### config.mk
export PLATFORM = sky130hd
export DESIGN_NAME = thread_ctx_ctrl
export DESIGN_NICKNAME = d
export VERILOG_FILES = /design/src/rtl/tc_pkg.sv /design/src/rtl/tc_ctx_slot.sv /design/src/rtl/tc_fork_search.sv /design/src/rtl/tc_yield_eval.sv /design/src/rtl/thread_ctx_ctrl.sv
export SDC_FILE = /design/constraint.sdc
export NUM_CORES = 1
export LEC_CHECK = 0
export BUFFER_PORTS_ARGS = -buffer_cell sky130_fd_sc_hd__buf_2
export CAP_MARGIN = 10
export CORE_AREA = 4 4 171 173
export CTS_BUF_LIST = sky130_fd_sc_hd__clkbuf_4 sky130_fd_sc_hd__clkbuf_8
export DETAILED_ROUTE_END_ITERATION = 7
export DIE_AREA = 0 0 175 177
export GPL_ROUTABILITY_DRIVEN = 0
export PLACE_DENSITY_LB_ADDON = 0.25
export SLEW_MARGIN = 20
export SYNTH_ARGS = -nofsm -noshare
export SYNTH_HDL_FRONTEND = slang
export SYNTH_SLANG_ARGS = --single-unit
### constraint.sdc
create_clock -name clk_i -period 3.4 [get_ports clk_i]
set_input_delay 0.17 -clock clk_i [delete_from_list [all_inputs] [get_ports clk_i]]
set_output_delay 0.17 -clock clk_i [all_outputs]
set_load 0.01 [all_outputs]
### src/rtl/tc_pkg.sv
package tc_pkg;
  localparam logic [2:0] EXC_NONE  = 3'd0;
  localparam logic [2:0] EXC_FORK  = 3'd1;
  localparam logic [2:0] EXC_YMASK = 3'd2;
  localparam logic [2:0] EXC_YSI   = 3'd4;

  localparam logic [1:0] RNST_RUN  = 2'b00;

  typedef enum logic [1:0] {
    OP_IDLE  = 2'd0,
    OP_FORK  = 2'd1,
    OP_YIELD = 2'd2
  } tc_op_e;
endpackage

### src/rtl/tc_ctx_slot.sv
module tc_ctx_slot #(
  parameter int PC_W   = 32,
  parameter int PE_W   = 2,
  parameter int ASID_W = 8
) (
  input  logic              clk_i,
  input  logic              rst_ni,
  input  logic              cfg_we_i,
  input  logic              cfg_da_i,
  input  logic              cfg_halt_i,
  input  logic              cfg_act_i,
  input  logic              cfg_dirty_i,
  input  logic              cfg_tds_i,
  input  logic [1:0]        cfg_rnst_i,
  input  logic [1:0]        cfg_ksu_i,
  input  logic [ASID_W-1:0] cfg_asid_i,
  input  logic [PE_W-1:0]   cfg_pe_i,
  input  logic              fork_hit_i,
  input  logic [PC_W-1:0]   fork_pc_i,
  input  logic [1:0]        fork_ksu_i,
  input  logic [ASID_W-1:0] fork_asid_i,
  input  logic              yield_clr_i,
  output logic              da_o,
  output logic              halt_o,
  output logic              act_o,
  output logic              dirty_o,
  output logic              tds_o,
  output logic [1:0]        rnst_o,
  output logic [1:0]        ksu_o,
  output logic [ASID_W-1:0] asid_o,
  output logic [PE_W-1:0]   pe_o,
  output logic [PC_W-1:0]   rpc_o
);
  import tc_pkg::*;

  // fork load > yield clear > config write
  always_ff @(posedge clk_i or negedge rst_ni) begin
    if (!rst_ni) begin
      da_o    <= 1'b0;
      halt_o  <= 1'b0;
      act_o   <= 1'b0;
      dirty_o <= 1'b0;
      tds_o   <= 1'b0;
      rnst_o  <= 2'b00;
      ksu_o   <= 2'b00;
      asid_o  <= '0;
      pe_o    <= '0;
      rpc_o   <= '0;
    end else if (fork_hit_i) begin
      act_o   <= 1'b1;
      dirty_o <= 1'b1;
      tds_o   <= 1'b0;
      rnst_o  <= RNST_RUN;
      ksu_o   <= fork_ksu_i;
      asid_o  <= fork_asid_i;
      rpc_o   <= fork_pc_i;
    end else if (yield_clr_i) begin
      act_o   <= 1'b0;
    end else if (cfg_we_i) begin
      da_o    <= cfg_da_i;
      halt_o  <= cfg_halt_i;
      act_o   <= cfg_act_i;
      dirty_o <= cfg_dirty_i;
      tds_o   <= cfg_tds_i;
      rnst_o  <= cfg_rnst_i;
      ksu_o   <= cfg_ksu_i;
      asid_o  <= cfg_asid_i;
      pe_o    <= cfg_pe_i;
    end
  end


  fork_load_chk: assert property (@(posedge clk_i) disable iff (!rst_ni)
    fork_hit_i |=> act_o && dirty_o && !tds_o && rnst_o == RNST_RUN
                   && ksu_o == $past(fork_ksu_i) && asid_o == $past(fork_asid_i));


  yield_clr_chk: assert property (@(posedge clk_i) disable iff (!rst_ni)
    (yield_clr_i && !fork_hit_i) |=> !act_o);
endmodule

### src/rtl/tc_fork_search.sv
module tc_fork_search #(
  parameter int NUM_CTX = 4,
  parameter int PE_W    = 2,
  localparam int IDX_W  = $clog2(NUM_CTX)
) (
  input  logic [NUM_CTX-1:0]      da_i,
  input  logic [NUM_CTX-1:0]      halt_i,
  input  logic [NUM_CTX-1:0]      act_i,
  input  logic [PE_W*NUM_CTX-1:0] pe_i,
  input  logic [PE_W-1:0]         caller_pe_i,
  input  logic [IDX_W:0]          ptc_i,
  output logic [NUM_CTX-1:0]      hit_o,
  output logic                    found_o,
  output logic [IDX_W-1:0]        idx_o
);
  logic [NUM_CTX-1:0] elig;

  for (genvar g = 0; g < NUM_CTX; g++) begin : g_elig
    assign elig[g] = da_i[g] && !halt_i[g] && !act_i[g]
                     && (pe_i[g*PE_W +: PE_W] == caller_pe_i)
                     && ((IDX_W+1)'(g) <= ptc_i);
  end

  always_comb begin
    hit_o   = '0;
    found_o = 1'b0;
    idx_o   = '0;
    for (int i = 0; i < NUM_CTX; i++) begin
      if (elig[i] && !found_o) begin
        found_o  = 1'b1;
        hit_o[i] = 1'b1;
        idx_o    = IDX_W'(i);
      end
    end
  end
endmodule

### src/rtl/tc_yield_eval.sv
module tc_yield_eval #(
  parameter int DATA_W = 32
) (
  input  logic [DATA_W-1:0] src_i,
  input  logic [DATA_W-1:0] mask_i,
  input  logic              ysi_i,
  input  logic              c_da_i,
  input  logic              c_halt_i,
  input  logic              c_act_i,
  input  logic              c_dirty_i,
  output logic              clr_o,
  output logic              fault_o,
  output logic [2:0]        code_o,
  output logic [DATA_W-1:0] res_o
);
  import tc_pkg::*;

  localparam logic [DATA_W-1:0] MINUS_TWO = {{(DATA_W-1){1'b1}}, 1'b0};

  logic is_zero, is_pos, is_neg;

  assign is_zero = (src_i == '0);
  assign is_neg  = src_i[DATA_W-1];
  assign is_pos  = !is_zero && !is_neg;
  assign res_o   = src_i & mask_i;

  always_comb begin
    clr_o   = 1'b0;
    fault_o = 1'b0;
    code_o  = EXC_NONE;
    if (is_zero) begin
      clr_o = c_da_i && !c_halt_i && c_act_i;
    end else if (is_pos) begin
      if ((src_i & ~mask_i) != '0) begin
        fault_o = 1'b1;
        code_o  = EXC_YMASK;
      end
    end else if (src_i != MINUS_TWO) begin
      if (ysi_i && c_dirty_i) begin
        fault_o = 1'b1;
        code_o  = EXC_YSI;
      end
    end
  end
endmodule

### src/rtl/thread_ctx_ctrl.sv
module thread_ctx_ctrl #(
  parameter int NUM_CTX = 4,
  parameter int PC_W    = 32,
  parameter int DATA_W  = 32,
  parameter int RIDX_W  = 5,
  parameter int PE_W    = 2,
  parameter int ASID_W  = 8,
  localparam int IDX_W  = $clog2(NUM_CTX)
) (
  input  logic                      clk_i,
  input  logic                      rst_ni,
  input  logic [IDX_W:0]            ptc_i,
  input  logic                      ysi_i,
  input  logic                      cfg_we_i,
  input  logic [IDX_W-1:0]          cfg_idx_i,
  input  logic                      cfg_da_i,
  input  logic                      cfg_halt_i,
  input  logic                      cfg_act_i,
  input  logic                      cfg_dirty_i,
  input  logic                      cfg_tds_i,
  input  logic [1:0]                cfg_rnst_i,
  input  logic [1:0]                cfg_ksu_i,
  input  logic [ASID_W-1:0]         cfg_asid_i,
  input  logic [PE_W-1:0]           cfg_pe_i,
  input  logic [IDX_W-1:0]          caller_i,
  input  logic                      fork_req_i,
  input  logic [PC_W-1:0]           fork_pc_i,
  input  logic [RIDX_W-1:0]         fork_rd_i,
  input  logic [DATA_W-1:0]         fork_data_i,
  input  logic                      yield_req_i,
  input  logic [DATA_W-1:0]         yield_src_i,
  input  logic [DATA_W-1:0]         yield_mask_i,
  output logic                      done_o,
  output logic                      fault_o,
  output logic [2:0]                excode_o,
  output logic [DATA_W-1:0]         yield_res_o,
  output logic                      rf_we_o,
  output logic [IDX_W-1:0]          rf_ctx_o,
  output logic [RIDX_W-1:0]         rf_idx_o,
  output logic [DATA_W-1:0]         rf_data_o,
  output logic [NUM_CTX-1:0]        ctx_da_o,
  output logic [NUM_CTX-1:0]        ctx_halt_o,
  output logic [NUM_CTX-1:0]        ctx_act_o,
  output logic [NUM_CTX-1:0]        ctx_dirty_o,
  output logic [NUM_CTX-1:0]        ctx_tds_o,
  output logic [2*NUM_CTX-1:0]      ctx_rnst_o,
  output logic [2*NUM_CTX-1:0]      ctx_ksu_o,
  output logic [ASID_W*NUM_CTX-1:0] ctx_asid_o,
  output logic [PE_W*NUM_CTX-1:0]   ctx_pe_o,
  output logic [PC_W*NUM_CTX-1:0]   ctx_rpc_o
);
  import tc_pkg::*;

  tc_op_e             op;
  logic [NUM_CTX-1:0] hit, fork_hit, yield_clr;
  logic               found;
  logic [IDX_W-1:0]   hit_idx;
  logic               y_clr, y_fault;
  logic [2:0]         y_code;
  logic [DATA_W-1:0]  y_res;
  logic [PE_W-1:0]    caller_pe;
  logic [1:0]         caller_ksu;
  logic [ASID_W-1:0]  caller_asid;

  always_comb begin
    if (fork_req_i)       op = OP_FORK;
    else if (yield_req_i) op = OP_YIELD;
    else                  op = OP_IDLE;
  end

  assign caller_pe   = ctx_pe_o[caller_i*PE_W +: PE_W];
  assign caller_ksu  = ctx_ksu_o[caller_i*2 +: 2];
  assign caller_asid = ctx_asid_o[caller_i*ASID_W +: ASID_W];

  tc_fork_search #(.NUM_CTX(NUM_CTX), .PE_W(PE_W)) u_search (
    .da_i        (ctx_da_o),
    .halt_i      (ctx_halt_o),
    .act_i       (ctx_act_o),
    .pe_i        (ctx_pe_o),
    .caller_pe_i (caller_pe),
    .ptc_i       (ptc_i),
    .hit_o       (hit),
    .found_o     (found),
    .idx_o       (hit_idx)
  );

  tc_yield_eval #(.DATA_W(DATA_W)) u_yield (
    .src_i     (yield_src_i),
    .mask_i    (yield_mask_i),
    .ysi_i     (ysi_i),
    .c_da_i    (ctx_da_o[caller_i]),
    .c_halt_i  (ctx_halt_o[caller_i]),
    .c_act_i   (ctx_act_o[caller_i]),
    .c_dirty_i (ctx_dirty_o[caller_i]),
    .clr_o     (y_clr),
    .fault_o   (y_fault),
    .code_o    (y_code),
    .res_o     (y_res)
  );

  assign fork_hit = (op == OP_FORK) ? hit : '0;

  for (genvar g = 0; g < NUM_CTX; g++) begin : g_ctx
    assign yield_clr[g] = (op == OP_YIELD) && y_clr && (caller_i == IDX_W'(g));

    tc_ctx_slot #(.PC_W(PC_W), .PE_W(PE_W), .ASID_W(ASID_W)) u_slot (
      .clk_i       (clk_i),
      .rst_ni      (rst_ni),
      .cfg_we_i    (cfg_we_i && (cfg_idx_i == IDX_W'(g))),
      .cfg_da_i    (cfg_da_i),
      .cfg_halt_i  (cfg_halt_i),
      .cfg_act_i   (cfg_act_i),
      .cfg_dirty_i (cfg_dirty_i),
      .cfg_tds_i   (cfg_tds_i),
      .cfg_rnst_i  (cfg_rnst_i),
      .cfg_ksu_i   (cfg_ksu_i),
      .cfg_asid_i  (cfg_asid_i),
      .cfg_pe_i    (cfg_pe_i),
      .fork_hit_i  (fork_hit[g]),
      .fork_pc_i   (fork_pc_i),
      .fork_ksu_i  (caller_ksu),
      .fork_asid_i (caller_asid),
      .yield_clr_i (yield_clr[g]),
      .da_o        (ctx_da_o[g]),
      .halt_o      (ctx_halt_o[g]),
      .act_o       (ctx_act_o[g]),
      .dirty_o     (ctx_dirty_o[g]),
      .tds_o       (ctx_tds_o[g]),
      .rnst_o      (ctx_rnst_o[g*2 +: 2]),
      .ksu_o       (ctx_ksu_o[g*2 +: 2]),
      .asid_o      (ctx_asid_o[g*ASID_W +: ASID_W]),
      .pe_o        (ctx_pe_o[g*PE_W +: PE_W]),
      .rpc_o       (ctx_rpc_o[g*PC_W +: PC_W])
    );
  end

  // response registers
  always_ff @(posedge clk_i or negedge rst_ni) begin
    if (!rst_ni) begin
      done_o      <= 1'b0;
      fault_o     <= 1'b0;
      excode_o    <= EXC_NONE;
      yield_res_o <= '0;
      rf_we_o     <= 1'b0;
      rf_ctx_o    <= '0;
      rf_idx_o    <= '0;
      rf_data_o   <= '0;
    end else begin
      done_o  <= (op != OP_IDLE);
      fault_o <= 1'b0;
      rf_we_o <= 1'b0;
      unique case (op)
        OP_FORK: begin
          if (found) begin
            rf_we_o   <= 1'b1;
            rf_ctx_o  <= hit_idx;
            rf_idx_o  <= fork_rd_i;
            rf_data_o <= fork_data_i;
          end else begin
            fault_o  <= 1'b1;
            excode_o <= EXC_FORK;
          end
        end
        OP_YIELD: begin
          yield_res_o <= y_res;
          if (y_fault) begin
            fault_o  <= 1'b1;
            excode_o <= y_code;
          end
        end
        default: ;
      endcase
    end
  end


  done_pulse_chk: assert property (@(posedge clk_i) disable iff (!rst_ni)
    (fork_req_i || yield_req_i) |=> done_o);

  done_idle_chk: assert property (@(posedge clk_i) disable iff (!rst_ni)
    !(fork_req_i || yield_req_i) |=> !done_o);

  excode_hold_chk: assert property (@(posedge clk_i) disable iff (!rst_ni)
    !fault_o |-> $stable(excode_o));

  fork_fail_chk: assert property (@(posedge clk_i) disable iff (!rst_ni)
    (fork_req_i && !found) |=> fault_o && excode_o == EXC_FORK && !rf_we_o);

  fork_write_chk: assert property (@(posedge clk_i) disable iff (!rst_ni)
    rf_we_o |-> ctx_act_o[rf_ctx_o] && ctx_dirty_o[rf_ctx_o]
                && ctx_rpc_o[rf_ctx_o*PC_W +: PC_W] == $past(fork_pc_i));

  fork_prio_chk: assert property (@(posedge clk_i) disable iff (!rst_ni)
    (fork_req_i && yield_req_i) |=> $stable(yield_res_o));

  fork_one_chk: assert property (@(posedge clk_i) disable iff (!rst_ni)
    fork_req_i |-> $onehot0(fork_hit));
endmodule

After elaboration in Yosys (flattened, before gate mapping)
Index checks and enable logic that the tools add are counted.
{ "word_totals": {"regBits": 281, "in_bits": 165, "out_inout_bits": 281, "wordCells": 268} }
{ "classes": {"order_cmp": 5, "eq_ne": 19, "shift": 3, "n_mux": 112, "bitwise_logic": 11, "reduce_logical": 70} }
{ "ops": {"columns": ["cell", "count"], "rows": [
  ["$mux W8", 12],
  ["$and A32 B32 Y32", 2],
  ["$mux W1", 58],
  ["$mux W2", 29],
  ["$logic_and A1 B1 Y1", 32],
  ["$logic_not A32 Y1", 1],
  ["$ne A32 B32 Y1 const B", 1],
  ["$not A32 Y32", 1],
  ["$reduce_bool A32 Y1", 1],
  ["$shiftx A32 B6 Y8", 1],
  ["$mux W3", 6],
  ["$shiftx A8 B4 Y2", 2],
  ["$reduce_and A3 Y1", 5],
  ["$logic_not A1 Y1", 14],
  ["$reduce_bool A2 Y1", 6],
  ["$reduce_bool A3 Y1", 4],
  ["$eq A2 B2 Y1 const B", 5],
  ["$ne A2 B2 Y1 const B", 5],
  ["$reduce_and A2 Y1", 5],
  ["$bmux W1 S2", 4],
  ["$eq A2 B2 Y1", 4],
  ["$not A1 Y1", 8],
  ["$eq A2 B1 Y1 const B", 3],
  ["$le A1 B3 Y1 const A", 2],
  ["7 further kinds", 9]
]} }

Logic depth before layout (Yosys ltp)
Gate-level depths: netlist (run 1).
{ "logic_depth": {"word_depth": 18, "ltp_mapped": 11, "depth_no_buf": 6} }

Modules after synthesis
From an unflattened synthesis (run 1), not the netlist that was laid out.
{ "hier_totals": {"cells_unflattened": 894, "hier_area_um2": 12450.7} }
{ "by_module_without_submodules": {"columns": ["mod", "instances", "cells_each", "area_each_um2", "seq_area_each_um2"], "rows": [
  ["tc_ctx_slot", 4, 137, 2019.4, 1276.2],
  ["thread_ctx_ctrl", 1, 210, 3527.1, 1926.8],
  ["tc_yield_eval", 1, 109, 643.1, 0.0],
  ["tc_fork_search", 1, 27, 202.7, 0.0]
]} }

Least setup slack after synthesis (run 1)
OpenSTA, ideal clock, no wires.
{ "synth_timing": {"kind": "flip-flop to flip-flop", "startpoint": "reg g_ctx[1].u_slot.pe_o[1]", "endpoint": "reg g_ctx[1].u_slot.da_o", "setup_time_ns": 0.125, "arrival_ns": 2.360, "t_required_ns": 3.275, "path_slack_ns": 0.915, "path_stages_with_launch": 9, "path_buffers": 2, "synth_period_minus_slack_ns": 2.485, "path_cell_list": "dfrtp_1 clkbuf_1 xnor2_1 a21boi_0 or4_4 or3b_1 buf_6 nand2_1 mux2_2"} }
{ "synth_between": {"elab_chain_len": 11, "word_cells_on_any_way": 14, "cone_classes": "eq/ne: 2; shift: 1; mux: 3; bitwise: 1; reduce/logical: 7"} }
{ "synth_lines": {"columns": ["element", "line", "rtl"], "rows": [
  ["start: declaration", "tc_ctx_slot.sv:31", "output logic [PE_W-1:0] pe_o,"],
  ["start signal: assignment", "tc_ctx_slot.sv:68", "pe_o <= cfg_pe_i;"],
  ["$shiftx A8 B4 Y2", "thread_ctx_ctrl.sv:71", "assign caller_pe = ctx_pe_o[caller_i*PE_W +: PE_W];"],
  ["$eq A2 B2 Y1", "tc_fork_search.sv:20", "&& (pe_i[g*PE_W +: PE_W] == caller_pe_i)"],
  ["$logic_and A1 B1 Y1", "tc_fork_search.sv:20", null],
  ["$logic_and A1 B1 Y1", "tc_fork_search.sv:21", "&& ((IDX_W+1)'(g) <= ptc_i);"],
  ["$mux W1", "tc_fork_search.sv:29", "if (elig[i] && !found_o) begin"],
  ["$logic_not A1 Y1", "tc_fork_search.sv:29", null],
  ["$logic_and A1 B1 Y1 *", "tc_fork_search.sv:29", null],
  ["$mux W1 *", "tc_fork_search.sv:29", null],
  ["$mux W4 *", "thread_ctx_ctrl.sv:101", "assign fork_hit = (op == OP_FORK) ? hit : '0;"],
  ["$not A1 Y1 (no line) *", null, null],
  ["$reduce_and A3 Y1 (no line) *", null, null],
  ["end signal: assignment", "tc_ctx_slot.sv:60", "da_o <= cfg_da_i;"],
  ["end: declaration", "tc_ctx_slot.sv:23", "output logic da_o,"]
]} }
Mark *: on every way between the ends. The rest lies on a longest branch, timed or not.
A chain may end at the register's enable or synchronous reset.

Worst setup path after layout (run 1)
{ "layout_timing": {"startpoint": "reg g_ctx[1].u_slot.pe_o[0]", "endpoint": "reg g_ctx[2].u_slot.pe_o[1]"} }
{ "layout_between": {"elab_chain_len": 14, "word_cells_on_any_way": 20, "cone_classes": "eq/ne: 3; shift: 1; mux: 4; bitwise: 1; reduce/logical: 11"} }
{ "layout_lines": {"columns": ["element", "line"], "rows": [
  ["$shiftx A8 B4 Y2", "thread_ctx_ctrl.sv:71"],
  ["$eq A2 B2 Y1", "tc_fork_search.sv:20"],
  ["$logic_and A1 B1 Y1", "tc_fork_search.sv:20"],
  ["$logic_and A1 B1 Y1", "tc_fork_search.sv:21"],
  ["$mux W1", "tc_fork_search.sv:29"],
  ["$logic_not A1 Y1", "tc_fork_search.sv:29"],
  ["$logic_and A1 B1 Y1", "tc_fork_search.sv:29"],
  ["$mux W1", "tc_fork_search.sv:29"],
  ["$logic_not A1 Y1", "tc_fork_search.sv:29"],
  ["$logic_and A1 B1 Y1 *", "tc_fork_search.sv:29"],
  ["$mux W1 *", "tc_fork_search.sv:29"],
  ["$mux W4 *", "thread_ctx_ctrl.sv:101"],
  ["$not A1 Y1 (no line) *", null],
  ["$reduce_and A3 Y1 (no line) *", null],
  ["end signal: assignment", "tc_ctx_slot.sv:68"],
  ["end: declaration", "tc_ctx_slot.sv:31"]
]} }
Marks and branches as above.

==> out/metrics.cfg, run 1 <==
[status]
status = finished, final reports clean

[clock_network]
cts_hold_buf = 156
path_clk_slew_ns = 0.05
cts_resized = 0
clk_latency_ns = 0.58
cts_buffer_depth = 3
cts.sinks = 281
cts-root-buf = clkbuf_8
cts_tree = built
cts_buffers = 48
post_cts_buffers = 0
cts_max_level = 2

[global_routing]
grtUsageTotal = 0.290
grt_pass1_vias = 12458
grt_pass1_wl_um = 70700
grt_overflow_total = 0
antenna_found_initial = 0
grt_max_degree = 92

[worst_setup_path]
slowest_stage = nand4_1
crit_path_end_kind = register
worst-path-buf-inv = 0
rr_endpoint = g_ctx[2].u_slot.pe_o[1]$_DFFE_PN0P_
cp-endpoint = g_ctx[2].u_slot.pe_o[1]$_DFFE_PN0P_
critPathMaxStageDelay_ns = 0.52
crit_start = g_ctx[1].u_slot.pe_o[0]$_DFFE_PN0P_
critical_path_depth = 6
rrSetupSlack_ns = 0.55
cp-start-kind = register
r2r_start = g_ctx[1].u_slot.pe_o[0]$_DFFE_PN0P_
crit_chain = mux2i_1 -> mux2i_1 -> nor4b_1 -> nand4_1 -> nand2_1 -> mux2_2
worst_ep_required_time_ns = 3.85
cp.arrival_ns = 3.30
rr_worst_depth = 6
cp_top_family = simple AND/OR/NAND/NOR gates
critPathKind = reg2reg
worstPathMaxFanout = 6
cp_common_cell = mux2i_1

[power]
power_switching_share = 0.346
p_leak_uw = 0.00917
p_seq_frac = 0.410
clkPwrFrac = 0.247
p_int_uw = 8720
powerDensity_mw_per_mm2 = 739
p_switching_uw = 4610
power_uw = 13300
ir_worst_vdd_v = 0.000439
pwr-share-comb = 0.342

[die]
dieArea_mm2 = 0.0310
die_w_um = 175
fp.dieH_um = 177
start_util = 0.466
rows = 61
core_area_mm2 = 0.0276
ios = 446

[timing]
hold_violations = 0
drv_slew = 0
tightest_slew_ns = 0.715
rsz0062_at_grt = false
setup_viol = 0
max_freq_ghz = 0.351
min_period_ns = 2.85
slew_headroom = 0.524
post-route-period-util = 0.839
tns_ns = 0
finalClockSkew_ns = 0.0309

[drt]
antenna_left = 0
post_drt_wl_per_cell_um = 20.9
drt-total-wl_um = 45700
initialDrtViolationCount = 1041
drc_errors = 0
dr.pass1.iters = 7
vias = 11840
viasPerCell = 5.42

[logic_synthesis]
syn_area_mm2 = 0.0129
yosys_warnings = 0
synth_edf_count = 0
syn-instance-count = 1176
ys_seq_area_frac = 0.546
ys.flop_type = dfrtp_1
async_flop_share = 1.00
synth_top_cell_by_area = dfrtp_1
syn_nets = 1341
synth.top_cell.area_share = 0.546
synth.area.top_cells = dfrtp_1 (55%), mux2_2 (11%), nand2_1 (7.7%)
synth-seq-cells = 281
avgSynthCellArea_um2 = 11.0
synthDistinctLibCells = 55

[finish]
final_cell_mix = buf_2 (444), dfrtp_1 (281), nand2_1 (265), dlygate4sd3_1 (156), mux2_2 (122)
finalInstanceArea_mm2 = 0.0180
diodes = 0
fin_util = 0.653
area_delta_synth_final_pct = 40.0
nets = 1938
drive_gt1_frac = 0.405
layout_commonest_cell = buf_2

[run]
max_cap_violations = 0

[place]
dpl-instance-area_mm2 = 0.0154
port_buffers = 445
dp_hpwl_um = 30800

[min_path]
hp-class = in2reg

==> worst min-delay path by stage <==
stage,start,endpoint,slack [ns],cells past startpoint
floorplan,rst_ni,done_o$_DFF_PN0_,-0.13,0
global placement,rst_ni,g_ctx[0].u_slot.rpc_o[16]$_DFFE_PN0N_,0.20,1
detailed placement,rst_ni,g_ctx[0].u_slot.rpc_o[16]$_DFFE_PN0N_,0.21,1
CTS,ysi_i,excode_o[2]$_DFFE_PN0P_,0.03,4
global route,ysi_i,excode_o[2]$_DFFE_PN0P_,0.05,4
finish,ysi_i,excode_o[2]$_DFFE_PN0P_,0.05,4
==> cells by family after synthesis <==
family,share of synthesized area
multiplexers,0.180
AND/OR/NAND/NOR,0.146
buffers and inverters,0.0477
XOR/XNOR,0.00612
flip-flops,0.546
AO/OA/AOI/OAI,0.0742
==> power by group through the flow <==
stage	registers, uW	logic [uW]	clock network (uW)
after detailed placement	5460	4440	0
final	5470	4560	3300
after floorplan	5910	1840	0
after global placement	5420	4340	0
after CTS	5430	4580	3370
after global routing	5620	4940	3530
==> worst min-delay path, cell delays in order <==
cell and delay [ns]:
buf_2 0.10, nand4_1 0.08, a21oi_1 0.07, o21bai_1 0.15
==> sequential cells by signal (all words and copies together), names as in the netlist, 5 cells and up <==
signal / flops
g_ctx.u_slot.rpc_o: 128
g_ctx.u_slot.asid_o: 32
rf_data_o: 32
yield_res_o: 32
g_ctx.u_slot.ksu_o: 8
g_ctx.u_slot.pe_o: 8
g_ctx.u_slot.rnst_o: 8
rf_idx_o: 5
==> layout make-up <==
cell class                 count  area (um2)
fill                        2173        9600
sequential                   281        7030
multi-input combinational    786        5270
clock buffer                  75         932
tap                          378         473
timing repair buffer         632        4120
clock inverter                 8         111
inverter                      24        90.1
==> through the flow <==
| step | setup WS, ns | hold WS [ns] | cells |
|---|---|---|---|
| after CTS | 0.548 | 0.0273 | 2184 |
| after detailed placement | 0.557 | 0.206 | 1945 |
| after floorplan | 0.915 | -0.126 | 1176 |
| after global placement | 0.627 | 0.199 | 1945 |
| after global routing | 0.300 | 0.0523 | 2184 |
| final | 0.549 | 0.0525 | 2184 |
==> synthesized netlist by cell type (4+ instances only) <==
| library cell | number |
|---|---|
| mux2_4 | 27 |
| buf_4 | 25 |
| nor3_1 | 6 |
| a221oi_1 | 20 |
| mux4_2 | 11 |
| nor4_1 | 15 |
| nand3_1 | 38 |
| buf_2 | 24 |
| xnor2_1 | 8 |
| mux2i_1 | 29 |
| clkbuf_1 | 27 |
| nand2b_1 | 22 |
| inv_1 | 24 |
| dfrtp_1 | 281 |
| nor2b_1 | 5 |
| nor2_1 | 44 |
| a21oi_1 | 49 |
| o21ai_0 | 56 |
| mux2_2 | 122 |
| nand2_1 | 265 |
| nand4_1 | 12 |
| a31oi_1 | 13 |
| o22ai_1 | 8 |
| buf_6 | 5 |
| o2111ai_1 | 4 |
==> routing by layer <==
metal  share of wire  up-vias  track usage
li1                -     5269            -
met1            0.38     5764        0.348
met2            0.49      657        0.490
met3           0.089      150       0.0731
met4           0.048        0        0.140
met5               0        -            0
No activity file was read; power rests on OpenSTA's default activity.
==> inputs of run 2 (changes only) <==
--- a/config.mk
+++ b/config.mk
@@ -5,12 +5,13 @@
 export SDC_FILE = /design/constraint.sdc
 export NUM_CORES = 1
 export LEC_CHECK = 0
+export ABC_AREA = 1
 export BUFFER_PORTS_ARGS = -buffer_cell sky130_fd_sc_hd__buf_2
 export CAP_MARGIN = 10
-export CORE_AREA = 4 4 171 173
+export CORE_AREA = 4 4 173 175
 export CTS_BUF_LIST = sky130_fd_sc_hd__clkbuf_4 sky130_fd_sc_hd__clkbuf_8
 export DETAILED_ROUTE_END_ITERATION = 7
-export DIE_AREA = 0 0 175 177
+export DIE_AREA = 0 0 177 179
 export GPL_ROUTABILITY_DRIVEN = 0
 export PLACE_DENSITY_LB_ADDON = 0.25
 export SLEW_MARGIN = 20
==> constraint.sdc (replaced) <==
create_clock -name clk_i -period 2.6 [get_ports clk_i]
set_input_delay 0.13 -clock clk_i [delete_from_list [all_inputs] [get_ports clk_i]]
set_output_delay 0.13 -clock clk_i [all_outputs]
set_load 0.01 [all_outputs]
==> out/metrics.cfg, run 2 <==
[finish]
layout_commonest_cell = nand2_1
area_delta_synth_final_pct = 42.5
largest_reg_flops = 128
nets = 2178
regMostFlops = g_ctx.u_slot.rpc_o
final_cell_mix = nand2_1 (468), buf_2 (444), dfrtp_1 (281), nand3_1 (161), dlygate4sd3_1 (157)
drive_gt1_frac = 0.291
fin_util = 0.612

[timing]
setup_viol = 0
drv_slew = 0
slew_headroom = 0.601
min_period_ns = 2.21
tightest_slew_ns = 0.599
tns_ns = 0
finalClockSkew_ns = 0.0151
fin_ws_ns = 0.391
post-route-period-util = 0.850
hold_violations = 0
max_freq_ghz = 0.453
rsz0062_at_grt = false

[drt]
wl_met1_um = 17000
post_drt_wl_per_cell_um = 18.3
vias = 12502
wl_met3_um = 4780
topRoutingLayerUsed = met4
drt-total-wl_um = 44800
dr.pass1.iters = 5
wl_met2_um = 21100
viasPerCell = 5.11
initialDrtViolationCount = 924
antenna_left = 0
drc_errors = 0

[global_routing]
grt_overflow_total = 0
grt_max_degree = 76
grtUsageTotal = 0.275
grt_pass1_vias = 12528
antenna_found_initial = 8
grt_pass1_wl_um = 69000

[worst_setup_path]
cp_common_cell = nand2_1
critPathMaxStageDelay_ns = 0.48
cp-start-kind = register
cp.arrival_ns = 2.61
worstPathMaxFanout = 50
critPathKind = reg2reg
worst_ep_required_time_ns = 3.00
slowest_stage = dfrtp_1
crit_path_end_kind = register
crit_chain = nand2_1 -> nand2_1 -> nand2_2 -> nand2_2 -> nand2_1 -> nand2_1 -> nor2_4 -> nor2_8 -> nand2_4 -> buf_4 -> o21ai_0

[logic_synthesis]
synth.top_cell.area_share = 0.575
syn_nets = 1587
synth.top_cells.by_count = nand2_1 (469), dfrtp_1 (281), nand3_1 (161), o21ai_0 (147), inv_1 (93)
synth-seq-cells = 281
avgSynthCellArea_um2 = 8.60
synth_most_common_cell = nand2_1
synth_top_cell_by_area = dfrtp_1
yosys_warnings = 0
async_flop_share = 1.00
syn_area_mm2 = 0.0122
synth_edf_count = 0
ys.flop_type = dfrtp_1
syn-instance-count = 1422
synth.area.top_cells = dfrtp_1 (57%), nand2_1 (14%), nand3_1 (6.6%)
ys_seq_area_frac = 0.575
synthDistinctLibCells = 31

[clock_network]
cts_hold_buf = 157
cts_buffers = 49
cts_buffer_depth = 3
cts_resized = 0
clk_latency_ns = 0.56
post_cts_buffers = 0
cts.sinks = 281
cts_tree = built
cts_max_level = 2
cts-root-buf = clkbuf_8
path_clk_slew_ns = 0.07

[place]
dp_hpwl_um = 30500
dp_slack_ns = 0.392
port_buffers = 445

[status]
status = finished, final reports clean

[die]
dieArea_mm2 = 0.0317
die_w_um = 177
core_area_mm2 = 0.0285
start_util = 0.430
rows = 62
ios = 446
fp.dieH_um = 179

[power]
powerDensity_mw_per_mm2 = 934
p_leak_uw = 0.00936
ir_worst_vdd_v = 0.000661

[run]
max_cap_violations = 0

[min_path]
hp-class = in2reg

[run 2: changes by cell type in the layout (fill, tap and decap cells not counted), moves of 12 or more]
cell      change
a21oi_1      -43
a221oi_1     -20
a22oi_1      +17
a31oi_1      -12
inv_1        +69
mux2_2      -121
mux2_4       -27
mux2i_1      -28
nand2_1     +203
nand2b_1     -22
nand3_1     +123
nor4_1       -14
o21ai_0      +91
o21ai_1      +40
[run 2: final timing paths]
kind | startpoint | slack (ns) | endpoint | depth (start not counted)
worst max-delay path | g_ctx[3].u_slot.pe_o[1]$_DFFE_PN0P_ | 0.39 | g_ctx[1].u_slot.rpc_o[6]$_DFFE_PN0P_ | 11
worst min-delay path | cfg_idx_i[1] | 0.07 | g_ctx[1].u_slot.act_o$_DFFE_PN0P_ | 6
worst max register to register | g_ctx[3].u_slot.pe_o[1]$_DFFE_PN0P_ | 0.39 | g_ctx[1].u_slot.rpc_o[6]$_DFFE_PN0P_ | 11
worst min register to register | rf_data_o[4]$_DFFE_PN0P_ | 0.48 | rf_data_o[4]$_DFFE_PN0P_ | 2
max in group asynchronous | rst_ni | 1.75 | g_ctx[2].u_slot.rpc_o[8]$_DFFE_PN0N_ | 3
min in group asynchronous | rst_ni | 0.09 | yield_res_o[6]$_DFFE_PN0N_ | 2
[run 2: logic make-up (layout without fill, tap and decap cells)]
family                 after synthesis  count (layout)  synth area share
AO/OA/AOI/OAI                      227             227            0.0983
multiplexers                         2               2           0.00174
AND/OR/NAND/NOR                    719             719             0.250
other                                0               8                 0
buffers and inverters              193             824            0.0747
flip-flops                         281             281             0.575
[run 2: metrics by stage]
| step | total power [uW] | cells | instance area, um2 | hold slack (ns) |
|---|---|---|---|---|
| finish | 16300 | 2445 | 17400 | 0.0743 |
| global route | 17300 | 2445 | 17400 | 0.0961 |
| CTS | 16300 | 2437 | 17400 | 0.0245 |
| detailed placement | 11600 | 2189 | 14700 | 0.0853 |
| global placement | 11500 | 2189 | 14700 | 0.0825 |
| floorplan | 9140 | 1422 | 12200 | -0.166 |
[run 2: per-layer routing]
metal | global-route usage | up-vias
met3 | 0.0898 | 135
met5 | 0 | -
met2 | 0.452 | 679
met4 | 0.123 | 0
met1 | 0.331 | 5885
li1 | - | 5803
[run 2: power by group]
part	total [uW]	switching (uW)	internal (uW)
Combinational	4960	2910	2050
Sequential	6830	979	5860
Clock	4480	1860	2610
[run 2: area by class of cell]
class / instances / area, um2
Clock inverter: 13 / 119
Fill cell: 2435 / 11000
Multi-Input combinational cell: 948 / 4300
Antenna cell: 8 / 20.0
Tap cell: 384 / 480
Timing Repair Buffer: 629 / 4100
Inverter: 104 / 390
Clock buffer: 78 / 986
Sequential cell: 281 / 7030
[run 2: critical path: cells and delay by family, from the launching register on]
kind	cells	cell delay, ns
DFF	1	0.48
AOI/OAI and AO/OA	1	0.16
buffers and inverters	1	0.45
and+or+nand+nor	9	0.93
